<file path="config.mk">
export PLATFORM = sky130hd
export DESIGN_NAME = reload_timer16
export DESIGN_NICKNAME = d
export VERILOG_FILES = /design/src/rtl/rtimer_pkg.sv /design/src/rtl/rtimer_datapath.sv /design/src/rtl/rtimer_ctrl.sv /design/src/rtl/reload_timer16.sv
export SDC_FILE = /design/constraint.sdc
export NUM_CORES = 1
export LEC_CHECK = 0
export BUFFER_PORTS_ARGS = -buffer_cell sky130_fd_sc_hd__buf_4
export CORE_AREA = 2 2 97 99
export DETAILED_ROUTE_END_ITERATION = 16
export DIE_AREA = 0 0 99 101
export HOLD_SLACK_MARGIN = 0.03
export PLACE_DENSITY = 0.55
export SETUP_SLACK_MARGIN = 0.05
export SKIP_CTS_REPAIR_TIMING = 1
export SYNTH_ARGS = -nofsm -noshare
export SYNTH_HDL_FRONTEND = slang
export SYNTH_SLANG_ARGS = --single-unit
</file>
<file path="constraint.sdc">
create_clock -name clk -period 3.3 [get_ports clk]
set_input_delay 0.66 -clock clk [delete_from_list [all_inputs] [get_ports clk]]
set_output_delay 0.66 -clock clk [all_outputs]
set_load 0.01 [all_outputs]
</file>
<file path="src/rtl/rtimer_pkg.sv">
package rtimer_pkg;

  localparam int BYTE_W   = 8;
  localparam int IDX_W    = 4;

  // control byte bit positions
  localparam int GATE_BIT = 7;
  localparam int SRC_BIT  = 6;
  localparam int FLAG_BIT = 5;
  localparam int RUN_BIT  = 4;

  // strobes from control to datapath
  typedef struct packed {
    logic              step;
    logic              cntWr;
    logic              rldWr;
    logic [IDX_W-1:0]  byteIdx;
    logic [BYTE_W-1:0] data;
  } dpStrobe_t;

endpackage

</file>
<file path="src/rtl/rtimer_datapath.sv">
module rtimer_datapath
  import rtimer_pkg::*;
#(
  parameter int CNT_W = 16,
  localparam int NBYTES = CNT_W / BYTE_W
) (
  input  logic             clk,
  input  logic             rstN,
  input  dpStrobe_t        strb,
  output logic [CNT_W-1:0] count,
  output logic [CNT_W-1:0] reload,
  output logic             ovf
);

  logic [CNT_W-1:0] countNext;
  logic [CNT_W-1:0] reloadNext;
  logic [CNT_W-1:0] countInc;
  logic             atMax;

  assign atMax    = &count;
  assign countInc = count + CNT_W'(1);
  assign ovf      = strb.step && !strb.cntWr && atMax;

  for (genvar i = 0; i < NBYTES; i++) begin : g_byte
    logic selCnt;
    logic selRld;
    assign selCnt = strb.cntWr && (strb.byteIdx == IDX_W'(i));
    assign selRld = strb.rldWr && (strb.byteIdx == IDX_W'(i));

    always_comb begin
      if (strb.cntWr)
        countNext[i*BYTE_W +: BYTE_W] = selCnt ? strb.data : count[i*BYTE_W +: BYTE_W];
      else if (strb.step)
        countNext[i*BYTE_W +: BYTE_W] = atMax ? reload[i*BYTE_W +: BYTE_W]
                                              : countInc[i*BYTE_W +: BYTE_W];
      else
        countNext[i*BYTE_W +: BYTE_W] = count[i*BYTE_W +: BYTE_W];
      reloadNext[i*BYTE_W +: BYTE_W] = selRld ? strb.data : reload[i*BYTE_W +: BYTE_W];
    end
  end

  always_ff @(posedge clk) begin
    if (!rstN) begin
      count  <= '0;
      reload <= '0;
    end else begin
      count  <= countNext;
      reload <= reloadNext;
    end
  end

  AST_RELOAD_ON_WRAP: assert property (@(posedge clk) disable iff (!rstN)
    ovf |=> count == $past(reload));
  AST_RELOAD_KEPT: assert property (@(posedge clk) disable iff (!rstN)
    !strb.rldWr |=> $stable(reload));
  AST_WRITE_WINS: assert property (@(posedge clk) disable iff (!rstN)
    (strb.cntWr && strb.byteIdx == '0) |=> count[BYTE_W-1:0] == $past(strb.data));
  AST_STEP_ONE: assert property (@(posedge clk) disable iff (!rstN)
    (strb.step && !strb.cntWr && !atMax) |=> count == $past(count) + CNT_W'(1));
  AST_HOLD: assert property (@(posedge clk) disable iff (!rstN)
    (!strb.step && !strb.cntWr) |=> $stable(count));

endmodule

</file>
<file path="src/rtl/rtimer_ctrl.sv">
module rtimer_ctrl
  import rtimer_pkg::*;
#(
  parameter int CNT_W    = 16,
  parameter int PRESCALE = 12,
  localparam int NBYTES  = CNT_W / BYTE_W,
  localparam int ADDR_W  = $clog2(2*NBYTES+1),
  localparam int PRE_W   = $clog2(PRESCALE)
) (
  input  logic              clk,
  input  logic              rstN,
  input  logic              regWr,
  input  logic [ADDR_W-1:0] regAddr,
  input  logic [BYTE_W-1:0] regWdata,
  input  logic              cntPin,
  input  logic              gatePin,
  input  logic              flagClr,
  input  logic              ovf,
  input  logic [CNT_W-1:0]  count,
  input  logic [CNT_W-1:0]  reload,
  output dpStrobe_t         strb,
  output logic [BYTE_W-1:0] regRdata,
  output logic              irqFlag
);

  logic             gateEn;
  logic             srcExt;
  logic             runEn;
  logic             flag;
  logic [PRE_W-1:0] presc;
  logic             tick;
  logic             lastSample;
  logic             pinFall;
  logic             enable;
  logic             ctrlWr;
  int               addrInt;

  assign addrInt = int'(regAddr);
  assign tick    = (presc == PRE_W'(PRESCALE-1));
  assign pinFall = lastSample && !cntPin;
  assign enable  = runEn && (!gateEn || gatePin);
  assign ctrlWr  = regWr && (addrInt == 0);

  // machine-cycle prescaler and count-pin sampler
  always_ff @(posedge clk) begin
    if (!rstN) begin
      presc      <= '0;
      lastSample <= 1'b0;
    end else begin
      presc <= tick ? '0 : presc + PRE_W'(1);
      if (tick) lastSample <= cntPin;
    end
  end

  // control byte and flag
  always_ff @(posedge clk) begin
    if (!rstN) begin
      gateEn <= 1'b0;
      srcExt <= 1'b0;
      runEn  <= 1'b0;
      flag   <= 1'b0;
    end else begin
      if (ctrlWr) begin
        gateEn <= regWdata[GATE_BIT];
        srcExt <= regWdata[SRC_BIT];
        runEn  <= regWdata[RUN_BIT];
      end
      if (ovf)          flag <= 1'b1;
      else if (flagClr) flag <= 1'b0;
      else if (ctrlWr)  flag <= regWdata[FLAG_BIT];
    end
  end

  // strobes toward the datapath
  always_comb begin
    strb.step    = tick && enable && (srcExt ? pinFall : 1'b1);
    strb.cntWr   = regWr && (addrInt >= 1) && (addrInt <= NBYTES);
    strb.rldWr   = regWr && (addrInt >= NBYTES + 1) && (addrInt <= 2*NBYTES);
    strb.byteIdx = strb.rldWr ? IDX_W'(addrInt - 1 - NBYTES) : IDX_W'(addrInt - 1);
    strb.data    = regWdata;
  end

  // read mux
  always_comb begin
    regRdata = '0;
    if (addrInt == 0) begin
      regRdata[GATE_BIT] = gateEn;
      regRdata[SRC_BIT]  = srcExt;
      regRdata[FLAG_BIT] = flag;
      regRdata[RUN_BIT]  = runEn;
    end
    for (int i = 0; i < NBYTES; i++) begin
      if (addrInt == i + 1)          regRdata = count[i*BYTE_W +: BYTE_W];
      if (addrInt == i + 1 + NBYTES) regRdata = reload[i*BYTE_W +: BYTE_W];
    end
  end

  assign irqFlag = flag;

  AST_FLAG_SET: assert property (@(posedge clk) disable iff (!rstN)
    ovf |=> irqFlag);
  AST_FLAG_CLR: assert property (@(posedge clk) disable iff (!rstN)
    (flagClr && !ovf) |=> !irqFlag);
  AST_SW_FLAG: assert property (@(posedge clk) disable iff (!rstN)
    (ctrlWr && !ovf && !flagClr) |=> irqFlag == $past(regWdata[FLAG_BIT]));
  AST_STEP_SPACING: assert property (@(posedge clk) disable iff (!rstN)
    strb.step |=> !strb.step);
  AST_GATE_BLOCK: assert property (@(posedge clk) disable iff (!rstN)
    (gateEn && !gatePin) |-> !strb.step);

endmodule

</file>
<file path="src/rtl/reload_timer16.sv">
module reload_timer16
  import rtimer_pkg::*;
#(
  parameter int CNT_W    = 16,
  parameter int PRESCALE = 12,
  localparam int NBYTES  = CNT_W / BYTE_W,
  localparam int ADDR_W  = $clog2(2*NBYTES+1)
) (
  input  logic              clk,
  input  logic              rstN,
  input  logic              regWr,
  input  logic [ADDR_W-1:0] regAddr,
  input  logic [BYTE_W-1:0] regWdata,
  output logic [BYTE_W-1:0] regRdata,
  input  logic              cntPin,
  input  logic              gatePin,
  input  logic              flagClr,
  output logic              irqFlag
);

  dpStrobe_t        strb;
  logic [CNT_W-1:0] count;
  logic [CNT_W-1:0] reload;
  logic             ovf;

  rtimer_ctrl #(.CNT_W(CNT_W), .PRESCALE(PRESCALE)) u_ctrl (
    .clk(clk), .rstN(rstN), .regWr(regWr), .regAddr(regAddr),
    .regWdata(regWdata), .cntPin(cntPin), .gatePin(gatePin),
    .flagClr(flagClr), .ovf(ovf), .count(count), .reload(reload),
    .strb(strb), .regRdata(regRdata), .irqFlag(irqFlag)
  );

  rtimer_datapath #(.CNT_W(CNT_W)) u_dp (
    .clk(clk), .rstN(rstN), .strb(strb),
    .count(count), .reload(reload), .ovf(ovf)
  );

endmodule

</file>
# Word-level counts from Yosys, hierarchy flattened
# Cells that the tools add are included.
[word_totals] input_bits=17 romBits=0 register_bits=41 out_inout_bits=9 latchBits=0 ramBits=0 mem_count=0 wordCells=72
[op_classes] n_bitwise=1 n_eq_ne=8 reduce_logical=27 order_cmp=4 mul=0 muxes=18 n_div=0 n_shift=0 add_sub_neg=4
[op_table] cell="8-bit 2-to-1 mux" n=12
[op_table] cell="32-bit logical NOT" n=1
[op_table] cell="16-bit by 1-bit adder with 16-bit output, second input constant" n=1
[op_table] cell="16-bit AND reduction" n=1
[op_table] cell="1-bit logical AND" n=15
[op_table] cell="3-bit equality test, second input constant" n=3
[op_table] cell="4-bit 2-to-1 mux" n=2
[op_table] cell="4-bit by 1-bit adder with 4-bit output, second input constant" n=1
[op_table] cell="4-bit by 1-bit equality test with 1-bit output, second input constant" n=1
[op_table] cell="4-bit equality test, second input constant" n=1
[op_table] cell="4-bit logical NOT" n=1
[op_table] cell="1-bit 2-to-1 mux" n=4
[op_table] cell="2-bit inequality test, second input constant" n=2
[op_table] cell="2-bit AND reduction" n=2
[op_table] cell="3-bit by 1-bit subtractor with 4-bit output, second input constant" n=1
[op_table] cell="4-bit by 3-bit subtractor with 4-bit output, second input constant" n=1
[op_table] cell="3-bit by 2-bit equality test with 1-bit output, second input constant" n=1
[op_table] cell="3-bit by 1-bit greater-or-equal comparator with 1-bit output, second input constant" n=1
[op_table] cell="3-bit by 2-bit greater-or-equal comparator with 1-bit output, second input constant" n=1
[op_table] cell="3-bit by 2-bit <= comparator with 1-bit output, second input constant" n=1
[op_table] cell="3-bit <= comparator, second input constant" n=1
[op_table] cell="1-bit logical NOT" n=3
[op_table] cell="3-bit nonzero test" n=1
[op_table] cell="2-bit nonzero test" n=1
[op_table] cell="3 further kinds" n=3

# Logic depth before layout (Yosys ltp)
# Gate-level depths: netlist of run 1.
[logic_depth] ltp_word=8 depth_mapped=12 mapped_depth_nobuf=10

# By module
# From an unflattened synthesis of run 1, not the netlist that was laid out.
[unflattened] hier_cells=336 area_unflattened_um2=2820.2
[modules_own_cells] module="rtimer_datapath" seq_area_each_um2=640.6 cells_each=213 area_each_um2=1803.0 instances=1
[modules_own_cells] module="rtimer_ctrl" seq_area_each_um2=180.2 cells_each=123 area_each_um2=1017.2 instances=1

# Worst setup path after synthesis of run 1
# OpenSTA, ideal clock, no wires.
[synth_timing] path_kind="input -> register" startpoint="input port regAddr[0]" endpoint="register u_dp.count[12]" t_required_ns=3.240 setup_slack_ns=0.518 path_buffers=1 cell_stages=11 setup_time_ns=0.060 t_arrival_ns=2.722 cell_sequence="buf_6 inv_1 ha_1 ha_1 ha_1 nor2b_1 and4_1 a22oi_2 o41a_4 nor2_1 o221a_1"
[synth_between] elab_chain_len=8 word_cells_on_any_way=17 cone_classes="2 x add/sub; 4 x order compare; 2 x eq/ne; 2 x mux; 7 x reduce/logical"
[synth_rtl] element="from (decl)" line_no="reload_timer16.sv:12" text="input logic [ADDR_W-1:0] regAddr,"
[synth_rtl] element="parallel branches: the longest is 8 deep, another holds 3-bit by 1-bit subtractor with 4-bit output"
[synth_rtl] element="to (signal assigned)" line_no="rtimer_datapath.sv:47" text="count <= countNext;"
[synth_rtl] element="to (decl)" line_no="rtimer_datapath.sv:10" text="output logic [CNT_W-1:0] count,"
# Several ways; the timed one is not identified.
# A chain may end at the register's enable or synchronous reset.

# Worst setup path after layout of run 1
[layout_timing] startpoint="input port regAddr[0]" endpoint="output port regRdata[6]"
[layout_between] elab_chain_len=6 word_cells_on_any_way=10 cone_classes="4 x eq/ne; 5 x mux; 1 x reduce/logical"
[layout_rtl] element="32-bit logical NOT" line_no="rtimer_ctrl.sv:86" text="if (addrInt == 0) begin"
[layout_rtl] element="4-bit 2-to-1 mux" line_no="rtimer_ctrl.sv:86"
[layout_rtl] element="8-bit 2-to-1 mux" line_no="rtimer_ctrl.sv:93" text="if (addrInt == i + 1) regRdata = count[i*BYTE_W +: BYTE_W];"
[layout_rtl] element="8-bit 2-to-1 mux" line_no="rtimer_ctrl.sv:94" text="if (addrInt == i + 1 + NBYTES) regRdata = reload[i*BYTE_W +: BYTE_W];"
[layout_rtl] element="8-bit 2-to-1 mux" line_no="rtimer_ctrl.sv:93"
[layout_rtl] element="8-bit 2-to-1 mux (*)" line_no="rtimer_ctrl.sv:94"
[layout_rtl] element="to (decl)" line_no="reload_timer16.sv:14" text="output logic [BYTE_W-1:0] regRdata,"
# Every way passes the cells marked *; elsewhere a longest branch is shown, timed or not.

==> results of run 1 <==
[cell type report]
type                       count  share of cell area, %
multi-input combinational    264                   56.0
sequential                    41                   26.2
timing repair buffer          37                   8.86
tap                          111                   4.43
clock buffer                   7                   2.75
clock inverter                 1                  0.957
inverter                       7                  0.838
[state kept, by name, summed over array words and instances (netlist names)]
| register | cells |
|---|---|
| u_ctrl.irqFlag | 1 |
| u_ctrl.srcExt | 1 |
| u_ctrl.presc | 4 |
| u_dp.reload | 16 |
| u_ctrl.lastSample | 1 |
| u_dp.count | 16 |
| u_ctrl.gateEn | 1 |
| u_ctrl.runEn | 1 |
[stage by stage]
step                power, mW  worst slack [ns]  utilization [%]  cell area (µm²)  hold slack [ns]
floorplan               0.617             0.518                -             2700            0.417
global placement        0.669             0.355             33.6             3020            0.427
detailed placement      0.671             0.308             33.6             3020            0.438
CTS                      1.09             0.515             34.9             3140            0.451
global route             1.13             0.331             34.9             3140            0.487
finish                   1.09             0.540             34.9             3140            0.447
[per-layer routing]
| layer | up-vias | global-route usage, % |
|---|---|---|
| met3 | 6 | 2.01 |
| li1 | 1238 | - |
| met5 | - | 0 |
| met4 | 0 | 3.79 |
| met1 | 1173 | 20.8 |
| met2 | 62 | 25.6 |
[kinds of logic after synthesis]
group,share of synthesized area [%]
simple gates,24.7
compound gates,22.8
flops,30.4
mux,8.14
xor+xnor,5.14
buf+inv,4.67
fa+ha+maj,4.16
[power by group]
group	internal, mW	switching [mW]	leakage, nW
registers	0.505	0.0109	0.331
clock network	0.247	0.182	0.0585
logic	0.0601	0.0834	0.891
[synth_stat cells (all sizes together) (5+ instances only)]
| cell type | count | area share [%] |
|---|---|---|
| nor2 | 20 | 2.8 |
| mux2i | 22 | 8.1 |
| xnor2 | 10 | 3.5 |
| clkbuf | 16 | 2.3 |
| o21ai | 22 | 4.2 |
| ha | 9 | 4.2 |
| o211ai | 9 | 2.5 |
| buf | 6 | 1.4 |
| nor2b | 23 | 5.3 |
| dfxtp | 41 | 30 |
| a21oi | 29 | 5.4 |
| nand2 | 35 | 4.9 |
| inv | 7 | 0.97 |
| a211o | 5 | 1.6 |
| a31oi | 9 | 2.3 |
| nand3 | 21 | 4.1 |
| nand3b | 5 | 1.4 |
| xor2 | 5 | 1.6 |
[how the worst max path moves through the flow]
| stage | from | end |
|---|---|---|
| after detailed placement | regAddr[0] | u_dp.count[12] |
| after global placement | regAddr[0] | u_dp.count[12] |
| final | regAddr[0] | regRdata[6] |
| after CTS | regAddr[0] | regRdata[6] |
| after global routing | regAddr[0] | regRdata[6] |
| after floorplan | regAddr[0] | u_dp.count[12] |
==> results by group, run 1 <==
Worst setup path
  • Crit path cell chain: buf_4 > inv_1 > ha_1 > buf_4 > nand3b_1 > a21oi_1 > a21oi_1 > nor2_1 > a21oi_1 > o21ai_0 > buf_4
  • CP Max Fanout: 11
  • Worst reg-to-reg setup slack: approximately 0.90 ns
  • Slowest CP cell: ha_1
  • Reg2Reg Depth: 7
  • Critical path class: primary input to output port
  • Worst path top cell family by delay: buffers and inverters
  • CP Capture Type: output port
  • CP startpoint kind: primary input
  • Worst path depth: 11
  • R2r startpoint: u_dp.count[0]
  • CP arrival: between 2 and 2.5 ns
  • Crit path buf inv count: 4
  • R2r endpoint: u_dp.count[15]
  • Crit path largest cell delay: approximately 0.19 ns
  • CP required: 2.64 ns

Detailed routing
  • DRC errors left: 0
  • Routed wire length: 7.49 mm
  • First-pass DRT Iterations: 4
  • M1 WL: 3.50 mm
  • Max Used Layer: met4
  • WL/cell: 16.0 µm
  • Vias: 2479
  • Antenna-violating nets left: 0
  • Routed wire length on met3: 374 µm
  • Via-to-Cell Ratio: 5.30
  • Initial DRC count: 172
  • WL met2: 3.53 mm

Timing
  • Ratio of final minimum period to clock period: 83.6%
  • Endpoints failing hold: 0
  • Max Slew Vio Count: 0
  • Final number of setup-violating endpoints: 0
  • Worst-Margin Slew: 0.703 ns
  • Post-layout minimum cycle time: ~2.8 ns
  • Setup TNS: 0 ns
  • Fmax: 362 MHz
  • Rel. slew slack: 53.0%
  • Clock Skew: 0.00535 ns
  • RSZ-0062 raised after global routing: no

Clocking
  • CTS H-tree lvls: 2
  • CTS max path bufs: 2
  • Root buf cell: clkbuf_8
  • Clock Sinks: 41
  • Num CTS Buffers: 5
  • Worst-Skew Late Latency: 0.29 ns
  • Clk slew on worst S/H paths: 0.08 ns
  • CTS tree: built

Placed design
  • Placed cell count: 460
  • Post-DP HPWL: 5.29 mm
  • RePlAce Congestion: 0.850
  • Buffers added on ports: 25

Pwr
  • Pwr dens: 347 mW/mm²
  • Pleak: 1.28 nW
  • Max VDD drop: 0.200 mV

Floorplan
  • Die area: 0.0100 mm²
  • Initial Utilization: ~30%
  • Total core area: 0.00898 mm²
  • Row count: 35
  • Total I/O pin count: 26
  • DIE WIDTH: 99 µm
  • Die Ht: 101 µm

Hold path
  • Min-delay src: u_ctrl.presc[0]
  • WHS Path Cells: 1
  • WHS Endpoint: u_ctrl.presc[0]
  • HP Class: flip-flop to flip-flop

Synth
  • Yosys cell types: 50
  • Warnings from Yosys: 0
  • Netlist Area Pre-Place: 0.00270 mm²
  • Post-synth ARST share: 0%
  • Syn_nets: 360
  • Top_reg_cell synth: dfxtp_1
  • Cells after Synth: 334
  • Seq/Total Area, Yosys: between 30% and 40%
  • Yosys reg bits: 41
  • Post-synth EDFFs: 0
  • Avg Inst Size Synth: 8.10 µm²

Run status
  • Status: finished, final reports clean

GRT
  • Largest net degree at the start of global routing: 46
  • First-pass GRT wire length: 12.4 mm
  • Initial antenna violation count: 0
  • GRT overflow: 0
  • Vias in the first global route: 2355
  • Overall Global Routing Usage: 15.3%

Final layout
  • Final std cells w/o fill: 468
  • Area Overhead vs Synth: 16.0%
  • Layout cells sized above 1: 15.7%
  • # fillers: 951
  • Multi-input logic area: approximately 0.0018 mm²
  • Commonest non-fill, non-tap cell in the layout: dfxtp_1
  • Nets: 382
  • Reg area: 821 µm²
  • Commonest non-fill, non-tap cells in the layout: 41 x dfxtp_1, 37 x buf_4, 35 x nand2_1
  • Diodes inserted: 0

Job
  • Maxcap violations: 0
No activity file was read; power rests on OpenSTA's default activity.
==> inputs of run 2 (changes only) <==
Settings changed: ABC_AREA set to 1, CORE_AREA 2 2 97 99 to 2 2 102 104, DIE_AREA 0 0 99 101 to 0 0 104 106.
Clock period 3.3 ns to 2.8 ns, I/O delays scaled along.
==> run 2 against run 1 <==
- cell count up 39%
- via count up 25%
- largest power group unchanged
- critical endpoint unchanged
- synthesized cell count is 47% higher
==> results by group, run 2 <==
Run status
  • Status: finished, final reports clean

Clocking
  • CTS tree: built
  • Clk slew on worst S/H paths: approximately 0.090 ns
  • Root buf cell: clkbuf_8
  • CTS max path bufs: 2
  • CTS H-tree lvls: 2
  • Clock Sinks: between 40 and 50
  • Worst-Skew Late Latency: roughly 0.30 ns
  • Num CTS Buffers: 5

Synth
  • Commonest cells post-synth: 144 x nand2_1, 74 x nor2_1, 62 x inv_1
  • Netlist Area Pre-Place: 0.00299 mm²
  • Post-synth EDFFs: 0
  • Yosys reg bits: 41
  • Top cell type's share of synthesized area: 27.4%
  • Top_reg_cell synth: dfxtp_1
  • Largest area contributor in the netlist: dfxtp_1
  • Post-synth ARST share: 0%
  • Syn_nets: approximately 520
  • Avg Inst Size Synth: about 6.1 µm²
  • Count leader, synth: nand2_1
  • Warnings from Yosys: 0
  • Yosys cell types: 30
  • Cells after Synth: 491
  • Seq/Total Area, Yosys: 27.4%
  • Synth top area cells: dfxtp_1 27%, nand2_1 18%, nor2_1 9.3%

Timing
  • Fmax: 395 MHz
  • Worst-Margin Slew: 0.505 ns
  • Rel. slew slack: 66.2%
  • Ratio of final minimum period to clock period: 90.3%
  • Setup TNS: 0 ns
  • Post-layout minimum cycle time: 2.53 ns
  • RSZ-0062 raised after global routing: no
  • Clock Skew: approximately 0.0085 ns
  • Max Slew Vio Count: 0
  • Final number of setup-violating endpoints: 0
  • Endpoints failing hold: 0

Worst setup path
  • Crit path largest cell delay: between 0.2 and 0.25 ns
  • R2r endpoint: u_dp.count[11]
  • Reg2Reg Depth: 11
  • Critical path class: primary input to output port
  • Worst reg-to-reg setup slack: 0.84 ns
  • CP Capture Type: output port
  • Critical Path Source: regAddr[0]
  • CP arrival: around 2 ns
  • Crit path cell chain: buf_4 > inv_1 > ha_1 > inv_1 > nor2_2 > nand3_1 > o211ai_1 > o211ai_1 > o211ai_1 > buf_4
  • CP Max Fanout: 6
  • CP dominant cell by count: o211ai_1
  • CP required: 2.24 ns
  • R2r startpoint: u_dp.count[0]
  • CP startpoint kind: primary input
  • Slowest CP cell: ha_1

Floorplan
  • Total I/O pin count: 26
  • Initial Utilization: 29.9%
  • Total core area: between 0.009 and 0.01 mm²
  • Die Ht: 106 µm
  • Row count: 37
  • Die area: 0.0110 mm²
  • DIE WIDTH: 104 µm

Placed design
  • Buffers added on ports: 25
  • RePlAce Congestion: 0.825
  • Placed cell count: 641
  • Dpl cell area: between 0.003 and 0.004 mm²
  • Post-DP HPWL: around 6.6 mm

Hold path
  • HP Class: flip-flop to flip-flop
  • WHS Path Cells: 2
  • Min-delay src: u_ctrl.lastSample
  • WHS Endpoint: u_ctrl.lastSample

Final layout
  • Fin util: about 34%
  • Diodes inserted: 0
  • Nets: 538
  • Top Registers: u_dp.count: 16 flops, u_dp.reload: 16 flops, u_ctrl.presc: 4 flops
  • Commonest non-fill, non-tap cell in the layout: nand2_1
  • Commonest non-fill, non-tap cells in the layout: 144 x nand2_1, 73 x nor2_1, 62 x inv_1
  • Final instance area: 0.00342 mm²
  • Layout cells sized above 1: roughly 12%
  • Area Overhead vs Synth: 14.4%
  • Final std cells w/o fill: ~650
  • # fillers: 1154

Job
  • Maxcap violations: 0

Detailed routing
  • DRC errors left: 0
  • Initial DRC count: 226
  • WL/cell: 13.2 µm
  • Via-to-Cell Ratio: about 4.8
  • Vias: 3103
  • First-pass DRT Iterations: 5
  • Routed wire length: approximately 8.6 mm
  • Antenna-violating nets left: 0

GRT
  • Initial antenna violation count: 0
  • Overall Global Routing Usage: 15.8%
  • Vias in the first global route: 2919
  • GRT overflow: 0
  • Met3 usage: 2.39%
  • Grt met2 use: 27.7%
  • Met1 Track Usage GR: 20.0%
  • Largest net degree at the start of global routing: 35
  • First-pass GRT wire length: 14.1 mm
  • Grt peak-use layer: met2

Pwr
  • Max VDD drop: 0.200 mV
  • Pwr dens: 390 mW/mm²
  • Pleak: around 1.7 nW
## run 2: cell count changes after synthesis, sizes merged, moves of 5 or more
| cell | previous run | this run |
|---|---|---|
| nand2 | 35 | 151 |
| nor2 | 20 | 78 |
| inv | 7 | 64 |
| nand3 | 21 | 49 |
| nor2b | 23 | 0 |
| mux2i | 22 | 0 |
| xnor2 | 10 | 1 |
| clkbuf | 16 | 8 |
| a211o | 5 | 0 |
| a31oi | 9 | 4 |
| nand4 | 2 | 7 |
## run 2: per-layer routing
| layer | routed length, µm | up-vias |
|---|---|---|
| li1 | - | 1614 |
| met1 | 3930 | 1403 |
| met2 | 4140 | 73 |
| met3 | 318 | 13 |
| met4 | 166 | 0 |
| met5 | 0 | - |
## run 2: cells by family (layout without fill, tap and decap cells)
| kind of cell | after synthesis | after routing | share of synthesized area [%] |
|---|---|---|---|
| adder cells (fa/ha/maj) | 9 | 9 | 3.76 |
| AND/OR/NAND/NOR | 288 | 288 | 42.9 |
| buffers and inverters | 80 | 102 | 11.2 |
| flip-flops | 41 | 41 | 27.4 |
| XOR/XNOR | 6 | 6 | 1.76 |
| AO/OA/AOI/OAI | 67 | 67 | 13.0 |
## run 2: cell type report
type / count / area [µm²] / area share [%]
Multi-Input combinational cell: 370 / 1840 / 53.7
Sequential cell: 41 / 821 / 24.0
Inverter: 64 / 240 / 7.01
Timing Repair Buffer: 30 / 238 / 6.94
Tap cell: 136 / 170 / 4.97
Clock buffer: 5 / 68.8 / 2.01
Clock inverter: 3 / 46.3 / 1.35
## run 2: worst max-delay path: cells and delay by family
family,cells,cell delay (ns)
compound gates,3,0.31
fa+ha+maj,1,0.21
buf+inv,4,0.55
simple gates,2,0.33
## run 2: worst max-delay path by stage
stage | endpoint | slack, ns | depth (start not counted)
2_1_floorplan | u_dp.count[0] | 0.47 | 11
3_3_place_gp | regRdata[4] | 0.18 | 10
3_5_place_dp | regRdata[6] | 0.13 | 10
4_1_cts | regRdata[6] | 0.13 | 10
5_1_grt | regRdata[6] | 0.10 | 10
6_report | regRdata[6] | 0.27 | 10
## run 2: through the flow
stage | setup slack [ns] | power, mW | hold WS (ns)
2_1_floorplan | 0.473 | 0.779 | 0.418
3_3_place_gp | 0.181 | 0.851 | 0.433
3_5_place_dp | 0.134 | 0.855 | 0.445
4_1_cts | 0.134 | 1.36 | 0.460
5_1_grt | 0.104 | 1.40 | 0.482
6_report | 0.271 | 1.34 | 0.455
## run 2: report_power, final
group          switching (mW)  internal, mW  leakage, nW
Clock                   0.229         0.267       0.0543
Sequential             0.0138         0.601        0.332
Combinational           0.145        0.0821         1.33
==> inputs of run 3 (changes only) <==
Settings changed: ABC_AREA 1 to not set, CORE_AREA 2 2 102 104 to 2 2 97 99, CTS_CLUSTER_DIAMETER set to 40, DIE_AREA 0 0 104 106 to 0 0 99 101.
==> run 3 against run 2 <==
- sequential power decreased by 1%
- worst setup slack got worse by 0.086 ns
- fmax decreased by 3.3%
- core utilization increased by 1.4 points
- sequential share of layout area increased by 1.7 points
- power decreased by 11%
- sequential cell count unchanged
- via count decreased by 18%
- critical path type unchanged
- critical endpoint is now regRdata[4]
- largest cell class unchanged
- largest power group unchanged
==> results by group, run 3 (synthesized netlist as in run 1, its figures left out) <==
Worst setup path
  • Critical path class: primary input to output port
  • CP startpoint kind: primary input
  • CP Max Fanout: 9
  • CP Capture Type: output port
  • CP arrival: 2.05 ns
  • CP required: 2.24 ns

Final layout
  • Fin util: 35.7%
  • Commonest non-fill, non-tap cells in the layout: 47 x buf_4, 41 x dfxtp_1, 35 x nand2_1
  • Layout cells sized above 1: 18.5%
  • Final std cells w/o fill: between 400 and 500
  • Nets: 393
  • Area Overhead vs Synth: 18.4%
  • Diodes inserted: 0
  • Commonest non-fill, non-tap cell in the layout: buf_4
  • Top Registers: u_dp.count: 16 flops, u_dp.reload: 16 flops, u_ctrl.presc: 4 flops

GRT
  • Overall Global Routing Usage: 15.5%
  • Vias in the first global route: 2415
  • Largest net degree at the start of global routing: 46
  • First-pass GRT wire length: 12.4 mm
  • Initial antenna violation count: 0
  • GRT overflow: 0

Timing
  • Rel. slew slack: 57.8%
  • Clock Skew: approximately 0.0065 ns
  • Final number of setup-violating endpoints: 0
  • Max Slew Vio Count: 0
  • Final worst setup slack: 0.185 ns
  • Worst-Margin Slew: 0.633 ns
  • Ratio of final minimum period to clock period: 93.4%
  • Post-layout minimum cycle time: 2.61 ns
  • Endpoints failing hold: 0
  • RSZ-0062 raised after global routing: no
  • Fmax: between 300 and 400 MHz

Floorplan
  • Row count: 35
  • Die area: about 0.010 mm²
  • DIE WIDTH: 99 µm
  • Total core area: 0.00898 mm²
  • Total I/O pin count: 26
  • Die Ht: 101 µm
  • Initial Utilization: 30.1%

Pwr
  • Pleak: 1.32 nW
  • Post-layout total power: 1.19 mW
  • Max VDD drop: 0.161 mV
  • Pwr dens: about 370 mW/mm²

Clocking
  • Clk slew on worst S/H paths: 0.08 ns
  • CTS max path bufs: 2
  • Worst-Skew Late Latency: 0.30 ns
  • Clock Sinks: between 40 and 50
  • Root buf cell: clkbuf_8
  • CTS tree: built
  • Num CTS Buffers: 5
  • CTS H-tree lvls: 2

Hold path
  • HP Class: flip-flop to flip-flop

Detailed routing
  • Via-to-Cell Ratio: 5.32
  • Initial DRC count: 147
  • First-pass DRT Iterations: 5
  • Antenna-violating nets left: 0
  • WL/cell: about 16 µm
  • Vias: roughly 2500
  • Routed wire length: 7.45 mm
  • DRC errors left: 0

Placed design
  • Post-DP HPWL: 5.47 mm
  • Placed cell count: 471
  • Setup Slack @ Placement: -0.0365 ns
  • Buffers added on ports: 25
  • RePlAce Congestion: approximately 0.85

Run status
  • Status: finished, final reports clean

Job
  • Maxcap violations: 0
run 3: cell types whose count changed in the layout (fill, tap and decap cells not counted), sizes merged, moves of 5 or more:
cell | previous run | this run
a211o | 0 | 5
a31oi | 4 | 9
buf | 30 | 48
inv | 64 | 7
mux2i | 0 | 22
nand2 | 151 | 35
nand3 | 49 | 21
nand4 | 7 | 2
nor2 | 78 | 20
nor2b | 0 | 23
xnor2 | 1 | 10
run 3: layout make-up:
| class | count | area [µm²] |
|---|---|---|
| inverters | 7 | 26.3 |
| clock inverters | 3 | 17.5 |
| repair buffers | 48 | 373 |
| flip-flops and latches | 41 | 821 |
| multi-input cells | 264 | 1760 |
| fillers | 955 | 5780 |
| clock buffers | 5 | 68.8 |
| well taps | 111 | 139 |
run 3: stage by stage:
step | area, µm² | setup TNS, ns | hold slack [ns]
3_3_place_gp | 3120 | 0 | 0.428
3_5_place_dp | 3120 | -0.0628 | 0.438
4_1_cts | 3200 | 0 | 0.455
2_1_floorplan | 2700 | 0 | 0.417
5_1_grt | 3200 | 0 | 0.486
6_report | 3200 | 0 | 0.459
run 3: worst paths after layout:
check / endpoint / start / slack, ns / cells after the start
min: u_ctrl.presc[0] / u_ctrl.presc[0] / 0.46 / 1
max reg2reg: u_dp.count[1] / u_ctrl.presc[0] / 0.65 / 7
min reg2reg: u_ctrl.presc[0] / u_ctrl.presc[0] / 0.46 / 1
max: regRdata[4] / regAddr[0] / 0.19 / 10
run 3: where the power goes:
group / internal (mW) / switching (mW) / leakage, nW / total [mW]
logic: 0.0832 / 0.101 / 0.945 / 0.184
clock network: 0.173 / 0.229 / 0.0439 / 0.402
registers: 0.595 / 0.0128 / 0.331 / 0.608
total: 0.851 / 0.343 / 1.32 / 1.19
run 3: routing by layer:
layer / GRT usage, % / routed length [µm]
met5: 0 / 0
met4: 4.11 / 76
met3: 1.87 / 297
met2: 26.2 / 3550
met1: 21.0 / 3520
run 3: worst max-delay path: stages:
cell and delay [ns]:
buf_4 0.12, inv_1 0.09, ha_1 0.39, nand3b_1 0.18, a21oi_1 0.17, a21oi_1 0.05
nor2_1 0.09, a21oi_1 0.04, o21ai_0 0.19, buf_4 0.16
